--- src/rtl/argbuf_pkg.sv ---
package argbuf_pkg;

   // which execute flavour owns the operation in flight
   typedef enum logic {
      MODE_CNC = 1'b0,
      MODE_BLK = 1'b1
   } exec_mode_e;

endpackage

--- src/rtl/argbuf_ptr.sv ---
// Hidden pointer for one bank: clears to zero, steps by a fixed stride,
// and reports whether the next stride still fits inside the bank.
module argbuf_ptr #(
   parameter int DEPTH = 16,
   parameter int STEP  = 2,
   parameter int PW    = 5
) (
   input  logic          clk,
   input  logic          rst_n,
   input  logic          clr_i,
   input  logic          adv_i,
   output logic [PW-1:0] ptr_o,
   output logic          fits_o
);

   localparam logic [PW:0] STEP_X  = (PW+1)'(STEP);
   localparam logic [PW:0] DEPTH_X = (PW+1)'(DEPTH);

   always_ff @(posedge clk) begin
      if (!rst_n)     ptr_o <= '0;
      else if (clr_i) ptr_o <= '0;
      else if (adv_i) ptr_o <= ptr_o + STEP_X[PW-1:0];
   end

   assign fits_o = ({1'b0, ptr_o} + STEP_X) <= DEPTH_X;

endmodule

--- src/rtl/argbuf_lat_timer.sv ---
// Down-counter that tracks one operation from start to capture.
module argbuf_lat_timer #(
   parameter int LAT_W = 4
) (
   input  logic             clk,
   input  logic             rst_n,
   input  logic             start_i,
   input  logic [LAT_W-1:0] lat_i,
   output logic             busy_o,
   output logic             fire_o,
   output logic             start_o
);

   logic [LAT_W-1:0] cnt_q;

   always_ff @(posedge clk) begin
      if (!rst_n) begin
         cnt_q   <= '0;
         busy_o  <= 1'b0;
         start_o <= 1'b0;
      end else begin
         start_o <= start_i;
         if (start_i) begin
            cnt_q  <= lat_i;
            busy_o <= 1'b1;
         end else if (fire_o) begin
            busy_o <= 1'b0;
         end else if (busy_o) begin
            cnt_q <= cnt_q - LAT_W'(1);
         end
      end
   end

   assign fire_o = busy_o && (cnt_q == '0);

endmodule

--- src/rtl/argbuf_in_bank.sv ---
// Input register bank: PORTS words written per transfer at a base index,
// whole bank presented flat.
module argbuf_in_bank #(
   parameter int DATA_W = 32,
   parameter int DEPTH  = 16,
   parameter int PORTS  = 2,
   parameter int PW     = 5
) (
   input  logic                    clk,
   input  logic                    rst_n,
   input  logic                    we_i,
   input  logic [PW-1:0]           base_i,
   input  logic [PORTS*DATA_W-1:0] wdata_i,
   output logic [DEPTH*DATA_W-1:0] bank_o
);

   for (genvar e = 0; e < DEPTH; e++) begin : g_ent
      logic [DATA_W-1:0] ent_q;

      always_ff @(posedge clk) begin
         if (!rst_n) begin
            ent_q <= '0;
         end else if (we_i) begin
            for (int k = 0; k < PORTS; k++) begin
               if (({1'b0, base_i} + (PW+1)'(k)) == (PW+1)'(e))
                  ent_q <= wdata_i[k*DATA_W +: DATA_W];
            end
         end
      end

      assign bank_o[e*DATA_W +: DATA_W] = ent_q;
   end

endmodule

--- src/rtl/arg_xfer_buffer.sv ---
module arg_xfer_buffer
   import argbuf_pkg::*;
#(
   parameter int DATA_W   = 32,
   parameter int DEPTH    = 16,
   parameter int RD_PORTS = 2,
   parameter int WR_PORTS = 1,
   parameter int LAT_W    = 4
) (
   input  logic                       clk,
   input  logic                       rst_n,
   input  logic                       mv_to_i,
   input  logic [RD_PORTS*DATA_W-1:0] mv_to_data_i,
   input  logic                       exec_blk_i,
   input  logic                       exec_cnc_i,
   input  logic [RD_PORTS*DATA_W-1:0] exec_src_i,
   input  logic [LAT_W-1:0]           exec_lat_i,
   input  logic                       mv_from_i,
   output logic [WR_PORTS*DATA_W-1:0] rd_data_o,
   output logic                       rd_valid_o,
   output logic                       stall_o,
   output logic                       ovf_o,
   output logic [DEPTH*DATA_W-1:0]    cu_in_o,
   output logic                       cu_start_o,
   input  logic [DEPTH*DATA_W-1:0]    cu_out_i
);

   localparam int PW = $clog2(DEPTH + 1);

   // elaboration-time parameter checks
   if (RD_PORTS < 1 || RD_PORTS > DEPTH) begin : g_bad_rd
      $error("RD_PORTS must lie in 1..DEPTH");
   end
   if (WR_PORTS < 1 || WR_PORTS > DEPTH) begin : g_bad_wr
      $error("WR_PORTS must lie in 1..DEPTH");
   end
   if (DATA_W < 1 || LAT_W < 1) begin : g_bad_w
      $error("DATA_W and LAT_W must be positive");
   end

   logic          busy, fire, exec_go, exec_req;
   logic          in_fits, out_fits, in_we, in_adv;
   logic          from_try, from_go, out_adv, ovf_set, blk_fire;
   logic [PW-1:0] in_ptr, out_ptr;
   exec_mode_e    mode_q;
   logic [RD_PORTS*DATA_W-1:0] in_wdata;
   logic [DATA_W-1:0]          out_bank [DEPTH];

   // request arbitration: execute, then move-to, then move-from
   assign exec_req = exec_blk_i | exec_cnc_i;
   assign exec_go  = exec_req && !busy;
   assign in_we    = (exec_go || mv_to_i) && in_fits;
   assign in_adv   = mv_to_i && !exec_go && in_fits;
   assign in_wdata = exec_go ? exec_src_i : mv_to_data_i;
   assign from_try = mv_from_i && !busy && !exec_go && !mv_to_i;
   assign from_go  = from_try && out_fits;
   assign blk_fire = fire && (mode_q == MODE_BLK);
   assign out_adv  = from_go || blk_fire;
   assign ovf_set  = ((exec_go || mv_to_i) && !in_fits) || (from_try && !out_fits);
   assign stall_o  = busy && ((mode_q == MODE_BLK) || mv_from_i);

   argbuf_ptr #(.DEPTH(DEPTH), .STEP(RD_PORTS), .PW(PW)) u_in_ptr (
      .clk(clk), .rst_n(rst_n), .clr_i(exec_go), .adv_i(in_adv),
      .ptr_o(in_ptr), .fits_o(in_fits)
   );

   argbuf_ptr #(.DEPTH(DEPTH), .STEP(WR_PORTS), .PW(PW)) u_out_ptr (
      .clk(clk), .rst_n(rst_n), .clr_i(exec_go), .adv_i(out_adv),
      .ptr_o(out_ptr), .fits_o(out_fits)
   );

   argbuf_lat_timer #(.LAT_W(LAT_W)) u_timer (
      .clk(clk), .rst_n(rst_n), .start_i(exec_go), .lat_i(exec_lat_i),
      .busy_o(busy), .fire_o(fire), .start_o(cu_start_o)
   );

   argbuf_in_bank #(.DATA_W(DATA_W), .DEPTH(DEPTH), .PORTS(RD_PORTS), .PW(PW)) u_in_bank (
      .clk(clk), .rst_n(rst_n), .we_i(in_we), .base_i(in_ptr),
      .wdata_i(in_wdata), .bank_o(cu_in_o)
   );

   always_ff @(posedge clk) begin
      if (!rst_n)       mode_q <= MODE_CNC;
      else if (exec_go) mode_q <= exec_blk_i ? MODE_BLK : MODE_CNC;
   end

   always_ff @(posedge clk) begin
      if (!rst_n)        ovf_o <= 1'b0;
      else if (ovf_set)  ovf_o <= 1'b1;
   end

   // output bank: parallel capture on completion
   for (genvar e = 0; e < DEPTH; e++) begin : g_out
      always_ff @(posedge clk) begin
         if (!rst_n)    out_bank[e] <= '0;
         else if (fire) out_bank[e] <= cu_out_i[e*DATA_W +: DATA_W];
      end
   end

   // read-out lanes, one per register file write port
   for (genvar k = 0; k < WR_PORTS; k++) begin : g_rd
      logic [PW-1:0]     idx;
      logic [DATA_W-1:0] word;

      assign idx = out_ptr + PW'(k);

      always_comb begin
         word = '0;
         for (int e = 0; e < DEPTH; e++) begin
            if (idx == PW'(e)) word = out_bank[e];
         end
      end

      always_ff @(posedge clk) begin
         if (!rst_n)
            rd_data_o[k*DATA_W +: DATA_W] <= '0;
         else if (blk_fire)
            rd_data_o[k*DATA_W +: DATA_W] <= cu_out_i[k*DATA_W +: DATA_W];
         else if (from_go)
            rd_data_o[k*DATA_W +: DATA_W] <= word;
      end
   end

   always_ff @(posedge clk) begin
      if (!rst_n) rd_valid_o <= 1'b0;
      else        rd_valid_o <= from_go || blk_fire;
   end

endmodule

--- config.mk ---
export PLATFORM = sky130hd
export DESIGN_NAME = arg_xfer_buffer
export DESIGN_NICKNAME = d
export VERILOG_FILES = /design/src/rtl/argbuf_pkg.sv /design/src/rtl/argbuf_ptr.sv /design/src/rtl/argbuf_lat_timer.sv /design/src/rtl/argbuf_in_bank.sv /design/src/rtl/arg_xfer_buffer.sv
export SDC_FILE = /design/constraint.sdc
export NUM_CORES = 2
export LEC_CHECK = 0
export ABC_AREA = 1
export ABC_CLOCK_PERIOD_IN_PS = 16770
export CAP_MARGIN = 20
export CORE_AREA = 2 2 461 463
export CTS_BUF_LIST = sky130_fd_sc_hd__clkbuf_8
export DETAILED_ROUTE_END_ITERATION = 10
export DIE_AREA = 0 0 463 465
export PLACE_DENSITY_LB_ADDON = 0.08
export SLEW_MARGIN = 20
export SYNTH_ARGS = -nofsm -noshare
export SYNTH_HDL_FRONTEND = slang
export SYNTH_SLANG_ARGS = --single-unit
--- constraint.sdc ---
create_clock -name clk -period 16.77 [get_ports clk]
set_input_delay 2.5155 -clock clk [delete_from_list [all_inputs] [get_ports clk]]
set_output_delay 2.5155 -clock clk [all_outputs]
set_load 0.03 [all_outputs]
* Word level (Yosys, flattened, before mapping)
Memory sizes are Yosys's and may differ from the RTL's.
Cells that the tools add are included.
** Cells by class
- Bitwise operators :: 18
- Order comparisons :: 2
- $add $sub $neg :: 6
- Equal/unequal tests :: 46
- Muxes and demuxes :: 77
- Reduce and logical (&&, ||, !) cells :: 63
** Operator list (count)
- two-way mux 32 bit :: 66
- equality test 5 x 4 -> 1 bit, second input constant :: 16
- two-way mux 64 bit :: 1
- equality test 6 x 4 -> 1 bit, second input constant :: 8
- equality test 5 x 3 -> 1 bit, second input constant :: 8
- nonzero test 2 bit :: 19
- AND reduction 2 bit :: 17
- equality test 6 x 3 -> 1 bit, second input constant :: 4
- equality test 5 x 2 -> 1 bit, second input constant :: 4
- OR 1 bit :: 17
- logical AND 1 bit :: 13
- adder 5 x 1 -> 6 bit, second input constant :: 2
- equality test 6 x 2 -> 1 bit, second input constant :: 2
- less-or-equal comparator 6 x 5 -> 1 bit, second input constant :: 2
- zero test 6 bit :: 2
- two-way mux 4 bit :: 3
- equality test 5 x 1 -> 1 bit, second input constant :: 2
- two-way mux 1 bit :: 7
- adder 5 x 2 -> 6 bit, second input constant :: 1
- equality test 6 x 1 -> 1 bit, second input constant :: 1
- adder 5 x 1 -> 5 bit, second input constant :: 1
- adder 5 x 2 -> 5 bit, second input constant :: 1
- zero test 1 bit :: 5
- zero test 5 bit :: 1
- other kinds (6) :: 9
** Storage, ports and cells
- Output and inout bits :: 548
- Bits in writable memories :: 512
- Memories kept :: 1
- Flip-flop bits (word level) :: 563
** Memories
- out_bank :: words 16, width 32, rd ports 16, clocked after memory_dff 0, write ports 16, line arg_xfer_buffer.sv:47 : logic [DATA_W-1:0] out_bank [DEPTH];

* Longest topological paths before layout
- Depth after elaboration :: 19
- Depth in mapped cells :: 24

* By module
A second synthesis with hierarchy kept.
** Unflattened totals
- Cells, all modules :: 8189
- Area total of the unflattened synthesis :: 55569.5 µm²
** Modules (own cells, without submodules)
- argbuf_in_bank :: seq. area each 10249.8 µm², cells each 4957, area each 28504.8 µm², times used 1
- arg_xfer_buffer :: seq. area each 16075.4 µm², cells each 3114, area each 26243.9 µm², times used 1
- argbuf_lat_timer :: seq. area each 120.1 µm², cells each 52, area each 347.8 µm², times used 1
- argbuf_ptr at u_out_ptr :: seq. area each 100.1 µm², cells each 37, area each 257.7 µm², times used 1
- argbuf_ptr at u_in_ptr :: seq. area each 80.1 µm², cells each 29, area each 215.2 µm², times used 1

* Worst setup path before layout
Ideal clock, no wire load.
- Path type :: input-to-reg
- Start :: input port rst_n
- End :: memory out_bank[0][0] (enable)
- Setup time :: 3663 ps
- Path slack :: 1807 ps
- Arrival time :: 11300 ps
- Cell stages on the path :: 3
- Path buffers :: 2
- Data required time :: 13107 ps
- Cell sequence :: clkbuf_1 buf_1 nand2_1
** RTL lines
- from (decl) :: line arg_xfer_buffer.sv:11 : input logic rst_n,
- to (decl) :: line arg_xfer_buffer.sv:47

* Worst setup path after layout
- Start :: input port mv_from_i
- End :: output port stall_o
** On the way
- Cells in the longest elaborated chain, start to end :: 2
** RTL lines
- from (decl) :: line arg_xfer_buffer.sv:18 : input logic mv_from_i,
- logical OR 1 bit :: line arg_xfer_buffer.sv:60 : assign stall_o = busy && ((mode_q == MODE_BLK) || mv_from_i);
- logical AND 1 bit :: line arg_xfer_buffer.sv:60
- to (decl) :: line arg_xfer_buffer.sv:21 : output logic stall_o,
No other way between the ends.

==> flow_metrics.tcl <==
set metrics [dict create \
    r2r-start "u_out_ptr.ptr_o[0]" \
    synth_warnings 0 \
    area_growth_pct 40.65 \
    initial_core_util_pct 22.01 \
    crit_buf_inv 3 \
    nNetsFinal 7462 \
    period_minus_slack_ns 7.085 \
    numCtsBuffers 211 \
    min_period_over_period_pct 42.25 \
    drt-initial-drc-count 3100 \
    drv_slew 0 \
    synthesis.area_um2 46400 \
    rows 169 \
    dieArea_um2 215300 \
    critPathMaxStageDelay_ns 0.82 \
    startpoint_type "input port" \
    dp_hpwl_mm 182.4 \
    synth_nets 6354 \
    die_w_um 463 \
    finalPower_mw 6.697 \
    cts-root-buf "clkbuf_8" \
    powerDensity_nw_per_um2 102.6 \
    clock_path_buffers 3 \
    cp-startpoint "mv_from_i" \
    grtUsageTotal_pct 22.13 \
    die_h_um 465 \
    cts_setup_buffers 0 \
    crit_path_cell_trace "clkdlybuf4s50_1, inv_1, a21oi_1, clkdlybuf4s50_1" \
    whs_path_depth 2 \
    clkTransAtPathRegs_ns 0.06 \
    synth_cell_types 34 \
    cpMostUsedCell "clkdlybuf4s50_1" \
    fin_setup_tns_ns 0 \
    place.gp.congestion 0.8523 \
    htreeDepth 4 \
    r2r.worst_path.cells 23 \
    cts_hold_buf 0 \
    worst_pin_slew_ns 1.472 \
    cp_max_fo 2 \
    cp.arrival_ns 4.57 \
    coreArea_um2 210800 \
    drt_wl_total_mm 246.2 \
    worstPathRequired_ns 14.25 \
    worstHoldStart "u_in_bank.g_ent[3].ent_q[30]" \
    drv_cap 0 \
    holdCritPathClass "reg -> reg" \
    fill_cells 22690 \
    vias_per_cell 4.287 \
    final_antenna_net_count 0 \
    crit_type "in -> out" \
    peakVddDrop_v 0.00008301 \
    ys_seq_area_share_pct 57.38 \
    min_to "u_in_bank.g_ent[3].ent_q[30]" \
    postCtsResizedCells 0 \
    clock-sinks 1074 \
    clock.fmax_mhz 141.1 \
    cts_tree "built" \
    grt_pass1_vias 40607 \
    insertion_delay_ns 0.99 \
    syn_inst 5693 \
    portBuffers 1197 \
    r2r_end "rd_data_o[21]" \
    syn_area_per_cell_um2 8.151 \
    num_vias 42027 \
    leakage_nw 26.76 \
    status "complete, no violations" \
    boundaryPins 1198 \
    grt-ovfl-total 0 \
    drc 0 \
    wl_per_cell_um 25.12 \
    synth_seq_cells 1074 \
    grt_pass1_wl_mm 334.5 \
    finalClockSkew_ns 0.03834 \
    grt_max_degree 206 \
    cpLargestDelayFamily "buffers and inverters" \
    rsz0062_at_grt "no" \
    final_hold_viol_count 0 \
    reg2reg_slack_ns 12.05 \
    end_kind "output pin" \
    setup_violations 0 \
    final_layout_size_suffix_gt1_share_pct 5.986 \
    first_pass_iters 5 \
    slew_headroom_pct 1.853 \
    antenna_found_initial 64 \
    crit_path_top_delay_cell "clkdlybuf4s50_1" \
]
-- worst max path at each step --
stage	end	slack [ns]	depth (start not counted)
6_report	stall_o	9.68	4
5_1_grt	stall_o	9.69	4
4_1_cts	stall_o	9.73	4
3_5_place_dp	stall_o	9.75	4
3_3_place_gp	stall_o	9.71	4
2_1_floorplan	out_bank[0][0]	1.81	3
-- layout make-up --
class	count	area [µm²]	area share, %
clock inverters	136	798.3	1.223
repair buffers	1248	12440	19.06
inverters	1063	3998	6.125
clock buffers	242	3331	5.103
flip-flops and latches	1074	26630	40.79
diodes	16	40.04	0.06134
multi-input cells	3203	14510	22.23
well taps	2821	3530	5.408
-- logic make-up (layout without fill, tap and decap cells) --
logic type      after synthesis  count (layout)  synth area share, %
other cells                   0              16                    0
fa+ha+maj                    11              11               0.2966
buf+inv                    1416            2689                11.70
xor+xnor                      2               2              0.03776
simple gates               2120            2120                18.77
compound gates             1070            1070                11.82
flops                      1074            1074                57.38
-- cells in the mapped netlist (all sizes together) --
cell type | count | share of area (%)
nand3b | 18 | 0.29
a211oi | 19 | 0.31
o22ai | 1 | 0.013
a21oi | 546 | 5.9
nand3 | 341 | 3.7
ha | 11 | 0.30
or2 | 73 | 0.98
o21bai | 6 | 0.097
edfxtp | 512 | 33
xor2 | 2 | 0.038
o221ai | 4 | 0.075
nor2 | 587 | 4.8
dfxtp | 562 | 24
o21ai | 478 | 5.2
clkbuf | 272 | 2.2
clkinv | 1 | 0.0081
nand2 | 1084 | 8.8
a221oi | 2 | 0.038
inv | 1062 | 8.6
nor3 | 4 | 0.043
o211ai | 14 | 0.23
buf | 81 | 0.89
nand4 | 13 | 0.18
-- sequential cells by signal (all words and copies together) (netlist names) --
name and count:
u_timer.cnt_q 4, mode_q 1, u_timer.busy_o 1, u_in_bank.g_ent.ent_q 512, u_timer.start_o 1, ovf_o 1, rd_data_o 32, u_out_ptr.ptr_o 5
u_in_ptr.ptr_o 4, out_bank 512, rd_valid_o 1
-- routing by layer --
metal | routed length [µm] | vias up | share of wire (%) | track usage [%]
li1 | - | 20205 | - | -
met5 | 150 | - | 0.061 | 0
met2 | 115000 | 1389 | 47 | 36.14
met3 | 15770 | 371 | 6.4 | 5.241
met1 | 106000 | 20038 | 43 | 28.24
met4 | 9313 | 24 | 3.8 | 8.457
-- stage by stage --
step                std cells  hold slack [ns]  area (µm²)  util, %  setup slack, ns
detailed placement       9408           0.4360       61070    28.97            9.747
global route             9798           0.4595       65260    30.95            9.694
finish                   9803           0.4429       65270    30.96            9.685
CTS                      9786           0.4450       65200    30.93            9.735
floorplan                5693           0.4692       46400        -            1.807
global placement         9408           0.4319       61070    28.97            9.712
-- tightest hold or removal path, stage by stage, from the launching register on --
cell and delay (ns):
dfxtp_1 0.30, inv_1 0.05, a21oi_1 0.05
-- layout by cell type (no fill, tap or decap), types with 3 or more instances in the layout --
master / instances
o221ai_1: 4
clkdlybuf4s50_1: 1196
bufinv_16: 7
clkinvlp_4: 3
inv_2: 17
a211oi_1: 19
clkinv_1: 28
nor2_2: 12
o21ai_1: 75
nor2_1: 568
o211ai_1: 14
nand2_2: 6
nand3b_1: 18
nand4_1: 13
buf_12: 4
inv_6: 5
o21bai_1: 6
a21oi_1: 546
dfxtp_1: 562
nor3_1: 4
clkinv_8: 3
or2_0: 19
nor2_4: 7
nand2_1: 1073
or2_2: 35
nand3_1: 337
nand2_4: 5
ha_1: 11
or2_1: 18
diode_2: 16
inv_1: 1120
clkinv_2: 14
buf_4: 46
clkbuf_8: 242
o21ai_0: 401
edfxtp_1: 512
nand3_4: 4
-- where the power goes --
group / internal (mW) / leakage [nW] / switching, mW
clock network: 1.42 / 2.40 / 1.27
logic: 0.315 / 14.4 / 0.705
registers: 2.94 / 9.91 / 0.0540
(Power assumes the default switching activity.)
